## src/rtl/lbo_pkg.sv

```systemverilog
package lbo_pkg;
   typedef enum logic [2:0] {
      ST_OFF    = 3'd0,
      ST_FAULT  = 3'd1,
      ST_RUN    = 3'd2,
      ST_BLANK  = 3'd3,
      ST_WINDOW = 3'd4
   } lbo_state_e;
endpackage

```

## src/rtl/lbo_sync.sv

```systemverilog
module lbo_sync #(
   parameter int STAGES = 2
) (
   input  logic clk,
   input  logic rst_n,
   input  logic d,
   output logic q
);
   logic [STAGES-1:0] sh;

   for (genvar i = 0; i < STAGES; i++) begin : g_stage
      if (i == 0) begin : g_first
         always_ff @(posedge clk or negedge rst_n) begin
            if (!rst_n) sh[0] <= 1'b0;
            else        sh[0] <= d;
         end
      end else begin : g_next
         always_ff @(posedge clk or negedge rst_n) begin
            if (!rst_n) sh[i] <= 1'b0;
            else        sh[i] <= sh[i-1];
         end
      end
   end

   assign q = sh[STAGES-1];


   sync_shift_chk: assert property (@(posedge clk) disable iff (!rst_n)
      q == $past(sh[STAGES-2]));
endmodule

```

## src/rtl/lbo_tick_timer.sv

```systemverilog
module lbo_tick_timer #(
   parameter int LEN = 50
) (
   input  logic clk,
   input  logic rst_n,
   input  logic run,
   input  logic tick,
   output logic done
);
   localparam int CW = $clog2(LEN + 1);

   logic [CW-1:0] cnt;

   assign done = run && tick && (cnt == CW'(LEN - 1));

   always_ff @(posedge clk or negedge rst_n) begin
      if (!rst_n)        cnt <= '0;
      else if (!run)     cnt <= '0;
      else if (done)     cnt <= '0;
      else if (tick)     cnt <= cnt + 1'b1;
   end


   cnt_range_chk: assert property (@(posedge clk) disable iff (!rst_n)
      cnt < CW'(LEN));

   idle_clear_chk: assert property (@(posedge clk) disable iff (!rst_n)
      !run |=> (cnt == '0));
endmodule

```

## src/rtl/lbo_seq_fsm.sv

```systemverilog
module lbo_seq_fsm
   import lbo_pkg::*;
(
   input  logic clk,
   input  logic rst_n,
   input  logic line_low,
   input  logic supply_ok,
   input  logic shutdown_req,
   input  logic blank_done,
   input  logic win_done,
   output logic blank_run,
   output logic win_run,
   output logic bo_fault,
   output logic clamp_en,
   output logic sink_en
);
   lbo_state_e state, nxt;
   logic       armed;
   logic       low_seen;
   logic       hold_off;

   assign hold_off = !supply_ok || shutdown_req;

   always_comb begin
      nxt = state;
      if (hold_off) begin
         nxt = ST_OFF;
      end else begin
         case (state)
            ST_OFF:    nxt = ST_FAULT;
            ST_FAULT:  if (!line_low && low_seen) nxt = ST_RUN;
            ST_RUN:    if (line_low) nxt = ST_BLANK;
            ST_BLANK:  if (blank_done) nxt = ST_WINDOW;
            ST_WINDOW: begin
               if (line_low)      nxt = ST_FAULT;
               else if (win_done) nxt = ST_RUN;
            end
            default:   nxt = ST_OFF;
         endcase
      end
   end

   always_ff @(posedge clk or negedge rst_n) begin
      if (!rst_n) begin
         state    <= ST_OFF;
         armed    <= 1'b0;
         low_seen <= 1'b0;
      end else begin
         state    <= nxt;
         armed    <= armed | supply_ok;
         low_seen <= (state == ST_FAULT) && !line_low;
      end
   end

   assign blank_run = (state == ST_BLANK);
   assign win_run   = (state == ST_WINDOW);
   assign bo_fault  = (state == ST_OFF) || (state == ST_FAULT);
   assign clamp_en  = (state == ST_BLANK) || (state == ST_WINDOW);
   assign sink_en   = (state == ST_FAULT) || ((state == ST_OFF) && armed);


   hold_off_chk: assert property (@(posedge clk) disable iff (!rst_n)
      hold_off |=> (bo_fault && !clamp_en));

   sink_gate_chk: assert property (@(posedge clk) disable iff (!rst_n)
      !armed |-> !sink_en);

   blank_no_fault_chk: assert property (@(posedge clk) disable iff (!rst_n)
      (state == ST_BLANK) |=> !bo_fault || $past(hold_off));

   window_trip_chk: assert property (@(posedge clk) disable iff (!rst_n)
      (state == ST_WINDOW && line_low) |=> bo_fault);

   quiet_return_chk: assert property (@(posedge clk) disable iff (!rst_n)
      (state == ST_WINDOW && win_done && !line_low && !hold_off) |=> (state == ST_RUN));

   fault_hold_chk: assert property (@(posedge clk) disable iff (!rst_n)
      (state == ST_FAULT && line_low && !hold_off) |=> (state == ST_FAULT));

   off_exit_chk: assert property (@(posedge clk) disable iff (!rst_n)
      (state == ST_OFF) |=> bo_fault);
endmodule

```

## src/rtl/lbo_qualifier.sv

```systemverilog
module lbo_qualifier #(
   parameter int SYNC_STAGES  = 2,
   parameter int BLANK_TICKS  = 50,
   parameter int WINDOW_TICKS = 50
) (
   input  logic clk,
   input  logic rst_n,
   input  logic tick_ms,
   input  logic line_low_raw,
   input  logic supply_ok,
   input  logic shutdown_req,
   output logic bo_fault,
   output logic clamp_en,
   output logic sink_en
);
   if (SYNC_STAGES < 2) begin : g_bad_sync
      $error("SYNC_STAGES must be at least 2");
   end
   if (BLANK_TICKS < 1) begin : g_bad_blank
      $error("BLANK_TICKS must be at least 1");
   end
   if (WINDOW_TICKS < 1) begin : g_bad_window
      $error("WINDOW_TICKS must be at least 1");
   end

   logic line_low_s;
   logic blank_run, blank_done;
   logic win_run, win_done;

   lbo_sync #(.STAGES(SYNC_STAGES)) u_sync (
      .clk   (clk),
      .rst_n (rst_n),
      .d     (line_low_raw),
      .q     (line_low_s)
   );

   lbo_tick_timer #(.LEN(BLANK_TICKS)) u_blank_tmr (
      .clk   (clk),
      .rst_n (rst_n),
      .run   (blank_run),
      .tick  (tick_ms),
      .done  (blank_done)
   );

   lbo_tick_timer #(.LEN(WINDOW_TICKS)) u_win_tmr (
      .clk   (clk),
      .rst_n (rst_n),
      .run   (win_run),
      .tick  (tick_ms),
      .done  (win_done)
   );

   lbo_seq_fsm u_fsm (
      .clk          (clk),
      .rst_n        (rst_n),
      .line_low     (line_low_s),
      .supply_ok    (supply_ok),
      .shutdown_req (shutdown_req),
      .blank_done   (blank_done),
      .win_done     (win_done),
      .blank_run    (blank_run),
      .win_run      (win_run),
      .bo_fault     (bo_fault),
      .clamp_en     (clamp_en),
      .sink_en      (sink_en)
   );


   fault_outputs_chk: assert property (@(posedge clk) disable iff (!rst_n)
      bo_fault |-> !clamp_en);
endmodule

```

## config.mk

```make
export PLATFORM = sky130hd
export DESIGN_NAME = lbo_qualifier
export DESIGN_NICKNAME = d
export VERILOG_FILES = /design/src/rtl/lbo_pkg.sv /design/src/rtl/lbo_sync.sv /design/src/rtl/lbo_tick_timer.sv /design/src/rtl/lbo_seq_fsm.sv /design/src/rtl/lbo_qualifier.sv
export SDC_FILE = /design/constraint.sdc
export NUM_CORES = 1
export LEC_CHECK = 0
export BUFFER_PORTS_ARGS = -buffer_cell sky130_fd_sc_hd__buf_2
export CAP_MARGIN = 5
export CORE_MARGIN = 2
export CORE_UTILIZATION = 40
export DETAILED_ROUTE_END_ITERATION = 12
export REMOVE_ABC_BUFFERS = 1
export SYNTH_ARGS = -nofsm -noshare
export SYNTH_HDL_FRONTEND = slang
export SYNTH_SLANG_ARGS = --single-unit
```

## constraint.sdc

```tcl
create_clock -name clk -period 2 [get_ports clk]
set_clock_uncertainty 0.1 [all_clocks]
set_input_delay 0.1 -clock clk [delete_from_list [all_inputs] [get_ports clk]]
set_output_delay 0.1 -clock clk [all_outputs]
set_load 0.05 [all_outputs]
```

# After elaboration in Yosys (flattened, before gate mapping)
# Cells that the tools add are included.
[totals]
word_cells = 50
rom_bits = 0
memories = 0
ram_bits = 0
reg_bits = 19
output_inout_bits = 3
latchBits = 0
[op_classes]
n_reduce_logical = 15
eq_ne = 12
div = 0
order_cmp = 0
n_mul = 0
bitwise_logic = 1
n_shift = 0
muxes = 13
add_sub_neg = 2
[ops]
columns = ["cell", "n"]
rows = [
  ["$mux W6", 6],
  ["$mux W3", 6],
  ["$pmux W3 S5", 1],
  ["$add A6 B1 Y6 const B", 2],
  ["$eq A6 B6 Y1 const B", 2],
  ["$ne A3 B2 Y1 const B", 3],
  ["$logic_and A1 B1 Y1", 7],
  ["$eq A3 B2 Y1 const B", 2],
  ["$logic_or A1 B1 Y1", 4],
  ["$ne A4 B2 Y1 const B", 1],
  ["$reduce_and A4 Y1", 1],
  ["$eq A3 B1 Y1 const B", 1],
  ["$eq A3 B3 Y1 const B", 1],
  ["$logic_not A3 Y1", 1],
  ["$ne A3 B1 Y1 const B", 1],
  ["$ne A3 B3 Y1 const B", 1],
  ["$logic_not A1 Y1", 2],
  ["$or A1 B1 Y1", 1],
]

# Logic depth before layout (Yosys ltp)
# Gate-level depths: netlist of the first run.
[depth]
depth_word = 7
ltp_mapped = 7
depth_no_buf = 7

# Modules after synthesis
# From an unflattened synthesis of the first run, not the netlist that was laid out.
[hier_totals]
cells_unflattened = 118
hier_area_um2 = 1193.6
[modules_own_cells]
columns = ["module", "cells_each", "area_each_um2", "n_inst"]
rows = [
  ["lbo_tick_timer", 42, 414.1, 2],
  ["lbo_seq_fsm", 32, 315.3, 1],
  ["lbo_sync", 2, 50.0, 1],
]

# Least setup slack after synthesis of the first run
# No wires, ideal clock.
[synth_timing]
path_kind = "reg2out"
start = "register u_fsm.state[1]"
end = "output port sink_en"
n_path_buf = 1
setup_slack_ns = 0.093
path_stages_with_launch = 4
t_arrival_ns = 1.707
t_required_ns = 1.800
path_cell_list = "dfrtp_1 -> buf_6 -> nor2_1 -> o21a_1"
[synth_between]
elab_chain_cells = 3
word_cells_on_any_way = 4
[synth_rtl]
columns = ["element", "line_no", "text"]
rows = [
  ["start, declared", "lbo_seq_fsm.sv:17", "lbo_state_e state, nxt;"],
  ["start signal, assigned", "lbo_seq_fsm.sv:49", "state <= nxt;"],
  ["$logic_not A3 Y1", "lbo_seq_fsm.sv:59", "assign sink_en = (state == ST_FAULT) || ((state == ST_OFF) && armed);"],
  ["$logic_and A1 B1 Y1", "lbo_seq_fsm.sv:59", ""],
  ["$logic_or A1 B1 Y1 *", "lbo_seq_fsm.sv:59", ""],
  ["end, declared", "lbo_qualifier.sv:14", "output logic sink_en"],
]
# Every way passes the cells marked *; elsewhere a longest branch is shown, timed or not.

# Worst setup path in the final report of the first run
[layout_timing]
start = "register u_fsm.state[1]"
end = "output port clamp_en"
[layout_between]
elab_chain_cells = 2
word_cells_on_any_way = 3
[layout_rtl]
columns = ["element", "line_no", "text"]
rows = [
  ["$eq A3 B2 Y1 or $eq A3 B3 Y1 (tied branches)", "lbo_seq_fsm.sv:58", "assign clamp_en = (state == ST_BLANK) || (state == ST_WINDOW);"],
  ["$logic_or A1 B1 Y1 *", "lbo_seq_fsm.sv:58", ""],
  ["end, declared", "lbo_qualifier.sv:13", "output logic clamp_en,"],
]
# Marked as above.

==> results of run 1 <==
==> timing repair <==
item,CTS,global route
setup buffers,0,0
hold endpoints to repair,21,0
hold buffers,3,0
==> cells in the final DEF (no fill, tap or decap), drive strengths merged <==
cell         count
dfrtp           19
nor2            16
nand2           11
buf             10
xor2             6
nand4            5
nor3             5
nor2b            4
mux2i            4
ha               4
clkbuf           4
inv              3
nand3            3
dlygate4sd3      3
o21ai            3
or2              3
nand2b           2
o22a             2
o22ai            2
nand3b           2
a21oi            2
or3b             1
and3             1
o21a             1
nor4             1
xnor2            1
a211oi           1
or4              1
a22oi            1
maj3             1
==> layer usage <==
layer  vias up  track usage (%)
li1        403                -
met1       372            17.59
met2         9            23.30
met3         4            2.108
met4         0            6.272
met5         -                0
==> metrics by stage <==
stage                     utilization, %  hold WS, ns  instance area [µm²]  power (µW)
after floorplan                        -      -0.2956                 1021       447.8
after global placement             44.95     -0.03191                 1114       476.5
after detailed placement           44.95     -0.03189                 1114       478.0
after CTS                          47.22     0.008801                 1170       670.3
after global routing               47.22      0.03616                 1170       698.7
final                              47.22      0.01306                 1170       662.0
==> layout make-up <==
| type | count | area share, % |
|---|---|---|
| clock buffer | 4 | 2.246 |
| inverter | 3 | 0.9626 |
| multi-input combinational | 83 | 45.67 |
| sequential | 19 | 40.64 |
| tap | 30 | 3.209 |
| timing repair buffer | 13 | 7.273 |
==> power by group <==
group	leakage (µW)	internal, µW	switching [µW]
clock	0.0000150	77.6	111
sequential	0.000254	391	10.7
combinational	0.000225	29.3	42.9
==> worst max-delay path, delay by kind of cell, from the launching register on <==
family	cells	cell delay, ns
buf+inv	1	0.27
flops	1	0.49
simple gates	2	0.60
==> flip-flops by register name, summed over array words and instances (netlist names) <==
name,flops
u_blank_tmr.cnt,6
u_fsm.armed,1
u_fsm.low_seen,1
u_fsm.state,3
u_sync.q,1
u_sync.sh,1
u_win_tmr.cnt,6
==> how the worst max path moves through the flow <==
stage,from,cells after the start,to
after floorplan,u_fsm.state[1],2,sink_en
after global placement,u_fsm.state[1],4,u_fsm.state[2]
after detailed placement,u_fsm.state[1],5,u_fsm.state[1]
after CTS,u_fsm.state[0],4,clamp_en
after global routing,u_fsm.state[0],4,clamp_en
final,u_fsm.state[1],3,clamp_en
==> logic make-up (layout without fill, tap and decap cells) <==
kind of cell               after synthesis  count (layout)
DFF                                     19              19
AOI/OAI and AO/OA                       12              12
buffers and inverters                    8              20
xor gates and xnor gates                 7               7
adders and majority gates                5               5
and+or+nand+nor                         55              55
muxes                                    4               4
==> results.rst, run 1 <==
.. list-table::
   :header-rows: 1

   * - Metric
     - Value
   * - Category of the most critical setup path
     - register to output port
   * - Final wirelength
     - 1927 µm
   * - Resized cells post-CTS
     - 0
   * - Ordered cell list for the critical path
     - or3b_1 -> nand2_1 -> buf_2
   * - Global-route congestion overflow total
     - 0
   * - Slew headroom
     - 72.34%
   * - Most used flip-flop cell after synthesis
     - dfrtp_1
   * - Worst Reg2Reg Path Length in Cells
     - 5
   * - Proportion of synthesized chip area in sequential cells
     - 45.24%
   * - Warnings from Yosys
     - 0
   * - Number of storage elements in the synthesis netlist
     - 19
   * - Post-route non-filler standard cell count
     - 152
   * - Maximum clock rate
     - 541.2 MHz
   * - Slew @ Worst Pin
     - 0.4149 ns
   * - Number of cell rows
     - 18
   * - Effective utilization at floorplan
     - 42.42%
   * - Number of endpoints with negative hold slack in the final report
     - 0
   * - Final min period
     - 1.848 ns
   * - Number of design-rule violations left by the first detailed-router iteration
     - 8
   * - Initial antenna violation count
     - 0
   * - Final Max Slew Viols
     - 0
   * - Drt first pass iters
     - 4
   * - Number of port buffers
     - 8
   * - Worst Path Max Fanout
     - 9
   * - Netlist area before placement
     - 1051 µm²
   * - Wire length per cell
     - 12.68 µm
   * - Min-Delay Endpoint
     - u_fsm.state[1]
   * - FF/Latch Area
     - 475.5 µm²
   * - Residual antenna-violating net count after detailed routing
     - 0
   * - Combinational family with the most area after synthesis
     - simple AND/OR/NAND/NOR gates
   * - Global-route wire length before repair
     - 3401 µm
   * - Layout overhead on the synthesized area
     - 11.31%
   * - Post-placement setup slack
     - 0.2380 ns
   * - WHS Path Cells
     - 4
   * - Outcome
     - finished clean
   * - Final TNS setup
     - 0 ns
   * - RSZ-0062 raised after global routing
     - no
   * - Multi-input logic area
     - 534.3 µm²
   * - Layout cells sized above 1
     - 13.93%
   * - Core footprint
     - 2477 µm²
   * - CP peak stage delay
     - 0.49 ns
   * - Skew-Pair Late Insertion Delay
     - 0.29 ns
   * - Critical path endpoint category
     - output port
   * - Vias
     - 788
   * - Chip height
     - 55.26 µm
   * - Number of synthesized flops with an enable pin
     - 0
   * - Adder-cell share of the synthesized area
     - 5.714%
   * - # DRC
     - 0
   * - WL met2
     - 930 µm
   * - Post-synthesis xor/xnor area fraction
     - 5.833%
   * - Die area
     - 3054 µm²
   * - Worst Slack Setup Final
     - 0.1523 ns
   * - Clock-pin slew reported for the worst setup and hold paths after clock tree synthesis
     - 0.10 ns
   * - Leading cell type by number of instances after synthesis
     - dfrtp_1
   * - Arrival @ worst endpoint
     - 1.65 ns
   * - Final worst path period share
     - 92.39%
   * - Reg2Reg Setup Slack
     - 0.20 ns
   * - Largest area contributor in the netlist
     - dfrtp_1
   * - Count of fill cells added during filler insertion
     - 244
   * - CTS H-tree depth
     - 1
   * - Reg2Reg Launch Point
     - u_fsm.state[1]
   * - MaxCap Viol Count
     - 0
   * - Uppermost signal routing layer after detailed routing
     - met4
   * - Count of distinct cell types in the synthesized netlist
     - 34
   * - Cells after DPL
     - 145
   * - Setup violators final
     - 0
   * - Min-delay src
     - shutdown_req
   * - Power per cell area
     - 565.9 nW/µm²
   * - CTS tree
     - yes
   * - Post-Syn Area per Cell
     - 9.555 µm²
   * - Number of global-route vias before repair
     - 798
   * - Last weighted congestion value of the routability-driven placer
     - 0.8851
   * - Area fraction in compound gates after synthesis
     - 7.381%
   * - Clock Tree Buf Depth
     - 2
   * - Simple-gate portion of the synthesized area
     - 28.10%
   * - VDD IR-drop max
     - 0.4405 mV
   * - Synth Instances
     - 110
   * - Crit path launch type
     - register
   * - Proportion of synthesized area in mux cells
     - 3.810%
   * - Critical R2R Capture
     - u_fsm.state[1]
   * - Final antenna diode count
     - 0
   * - Metal-1 WL
     - 914 µm
   * - Cell at the root of the clock tree
     - clkbuf_4
   * - Cell with the biggest individual delay on the critical path
     - dfrtp_1
   * - Number of sinks driven by the clock tree
     - 19
   * - Number of I/O pins
     - 9
   * - Layout Nets
     - 133
   * - Crit path required time
     - 1.80 ns
   * - Leakage
     - 0.0004939 µW
   * - All-layer global routing usage
     - 13.89%
   * - Most common library cells after synthesis
     - dfrtp_1, nor2_1, nand2_1
   * - Average via count per standard cell
     - 5.184
   * - Ranking of synthesized cells by area
     - dfrtp_1, nor2_1, xor2_1
   * - Die X
     - 55.26 µm
   * - Proportion of netlist area held by the largest area contributor
     - 45.24%
   * - Inserted Clock Buffers
     - 3
   * - Final HPWL DP
     - 1440 µm
   * - Async set or reset register ratio after synthesis
     - 100.0%
   * - Largest net degree at the start of global routing
     - 20
   * - Total met3 wirelength after detailed routing
     - 45 µm
   * - Kind of path behind the tightest hold check
     - primary input to register
Note: power is estimated with default switching activity, not from simulation.
==> inputs of run 2 (changes only) <==
clock period = 1.6 ns   (was 2 ns; I/O delays follow)
==> run 2 against run 1 <==
Compared with the run above:
- the run now ends with setup timing left
- largest cell class unchanged
- sequential cell count is the same
- clock power grew 24%
- non-clock buffer count grew 13
- setup slack lost 0.18 ns
==> results.rst, run 2 (synthesized netlist as in run 1, its figures left out) <==
.. list-table::
   :header-rows: 1

   * - Metric
     - Value
   * - Last weighted congestion value of the routability-driven placer
     - 0.8150 (-7.9%)
   * - Arrival @ worst endpoint
     - 1.44 ns (-0.21 ns)
   * - Critical path endpoint category
     - output port
   * - Number of port buffers
     - 8 (unchanged)
   * - Largest registers ranked by flip-flop count
     - u_blank_tmr.cnt x6, u_win_tmr.cnt x6, u_fsm.state x3
   * - Skew-Pair Late Insertion Delay
     - 0.29 ns (about the same)
   * - All-layer global routing usage
     - 14.81% (+0.92 points)
   * - Final Max Slew Viols
     - 0 (unchanged)
   * - Outcome
     - finished with violations
   * - Setup violators final
     - 1 (+1)
   * - Effective utilization at floorplan
     - 42.42% (unchanged)
   * - Commonest cells after routing, fill and taps aside
     - dfrtp_1, nor2_1, buf_4
   * - Number of global-route vias before repair
     - 894 (+12%)
   * - Cell area reported after detailed placement
     - 1189 µm² (+6.7%)
   * - Inserted Clock Buffers
     - 3 (unchanged)
   * - Kind of path behind the tightest hold check
     - primary input to register
   * - Clock-pin slew reported for the worst setup and hold paths after clock tree synthesis
     - 0.10 ns (about the same)
   * - Post-placement setup slack
     - 0.005589 ns (-0.2324 ns)
   * - CTS H-tree depth
     - 1 (unchanged)
   * - Number of endpoints with negative hold slack in the final report
     - 0 (unchanged)
   * - Die X
     - 55.26 µm (unchanged)
   * - Largest net degree at the start of global routing
     - 20 (unchanged)
   * - Number of sinks driven by the clock tree
     - 19 (unchanged)
   * - Final HPWL DP
     - 1487 µm (+3.2%)
   * - Final antenna diode count
     - 0 (unchanged)
   * - Layout Utilization
     - 52.73% (+5.5 points)
   * - Violations in the final reports
     - setup timing
   * - Initial antenna violation count
     - 0 (unchanged)
   * - Global-route congestion overflow total
     - 0 (unchanged)
   * - Number of cell rows
     - 18 (unchanged)
   * - Slew headroom
     - 71.59% (-0.75 points)
   * - Category of the most critical setup path
     - register to output port
   * - Final wirelength
     - 2005 µm (+4.0%)
   * - Cell at the root of the clock tree
     - clkbuf_4
   * - Post-Route Hold Slack
     - 0.05336 ns (+0.04031 ns)
   * - Global-route wire length before repair
     - 3726 µm (+9.6%)
   * - Count of fill cells added during filler insertion
     - 241 (-1.2%)
   * - RSZ-0062 raised after global routing
     - yes
   * - Average via count per standard cell
     - 5.224 (+0.77%)
   * - Number of design-rule violations left by the first detailed-router iteration
     - 14 (+6)
   * - Layout cells sized above 1
     - 25.19% (+11 points)
   * - MaxCap Viol Count
     - 0 (unchanged)
   * - Core footprint
     - 2477 µm² (unchanged)
   * - Maximum clock rate
     - 615.4 MHz
   * - Worst Path Max Fanout
     - 3 (-6)
   * - Final min period
     - 1.625 ns
   * - Final TNS setup
     - -0.02490 ns (-0.02490 ns)
   * - Leakage
     - 0.0005710 µW (+16%)
   * - Power per cell area
     - 645.2 nW/µm² (+14%)
   * - Chip height
     - 55.26 µm (unchanged)
   * - Layout overhead on the synthesized area
     - 24.29%
   * - VDD IR-drop max
     - 0.6629 mV (+50%)
   * - Area of all placed cells without fillers
     - 1306 µm² (+12%)
   * - Commonest non-fill, non-tap cell in the layout
     - dfrtp_1
   * - Layout Nets
     - 146 (+9.8%)
   * - Vias
     - 862 (+9.4%)
   * - Drt first pass iters
     - 4 (unchanged)
   * - # DRC
     - 0 (unchanged)
   * - Worst Slack Setup Final
     - -0.02490 ns (-0.1772 ns)
   * - Residual antenna-violating net count after detailed routing
     - 0 (unchanged)
   * - CTS tree
     - yes
   * - Wire length per cell
     - 12.15 µm (-4.1%)
   * - Slew @ Worst Pin
     - 0.4262 ns (+0.01130 ns)
   * - Die area
     - 3054 µm² (unchanged)
   * - Clock Tree Buf Depth
     - 2 (unchanged)
   * - Final worst path period share
     - 101.6%
   * - Number of I/O pins
     - 9 (unchanged)
   * - Crit path launch type
     - register
   * - Crit path required time
     - 1.42 ns (-0.38 ns)
[run 2: critical path, cell delays in order, from the launching register on]
cell,delay [ns]
dfrtp_1,0.40
or3b_4,0.42
buf_6,0.13
nand2_4,0.06
buf_8,0.14
[run 2: layout make-up]
class	count	area, µm²	share of cell area, %
clock buffer	4	26.28	2.011
timing repair buffer	26	201.4	15.42
tap	30	37.54	2.874
inverter	3	11.26	0.8621
multi-input combinational	83	554.3	42.43
sequential	19	475.5	36.40
[run 2: path summary, 6_finish.rpt]
kind	slack (ns)	start	depth (start not counted)	endpoint
worst max-delay path	-0.02	u_fsm.state[1]	4	clamp_en
worst min-delay path	0.05	tick_ms	3	u_blank_tmr.cnt[5]
worst max register to register	0.02	u_fsm.state[1]	5	u_fsm.state[1]
worst min register to register	0.26	u_sync.sh[0]	0	u_sync.q
max in group asynchronous	0.96	rst_n	2	u_blank_tmr.cnt[1]
min in group asynchronous	0.15	rst_n	2	u_fsm.state[1]
[run 2: layer usage]
metal | vias up | track usage [%] | wire, µm
li1 | 424 | - | -
met5 | - | 0 | 0
met2 | 10 | 25.34 | 1006
met4 | 0 | 6.969 | 34
met3 | 5 | 1.405 | 32
met1 | 423 | 18.74 | 932
[run 2: what timing repair did]
action                     CTS  global route
hold endpoints to repair    22             0
hold buffers                 4             0
pin swaps                    1             5
setup buffers                2             1
gates cloned                 0             0
setup endpoints to repair    2             7
resized for setup            8             3
[run 2: power by group]
group	switching (µW)	leakage [µW]	internal, µW
Sequential	5.63	0.000254	488
Clock	138	0.0000150	97.1
Combinational	65.9	0.000302	48.2
[run 2: per-stage QoR]
step / std cells / total power [µW]
after floorplan: 105 / 559.8
after global placement: 155 / 603.0
after detailed placement: 155 / 603.6
after CTS: 165 / 850.8
after global routing: 165 / 892.1
final: 165 / 842.9
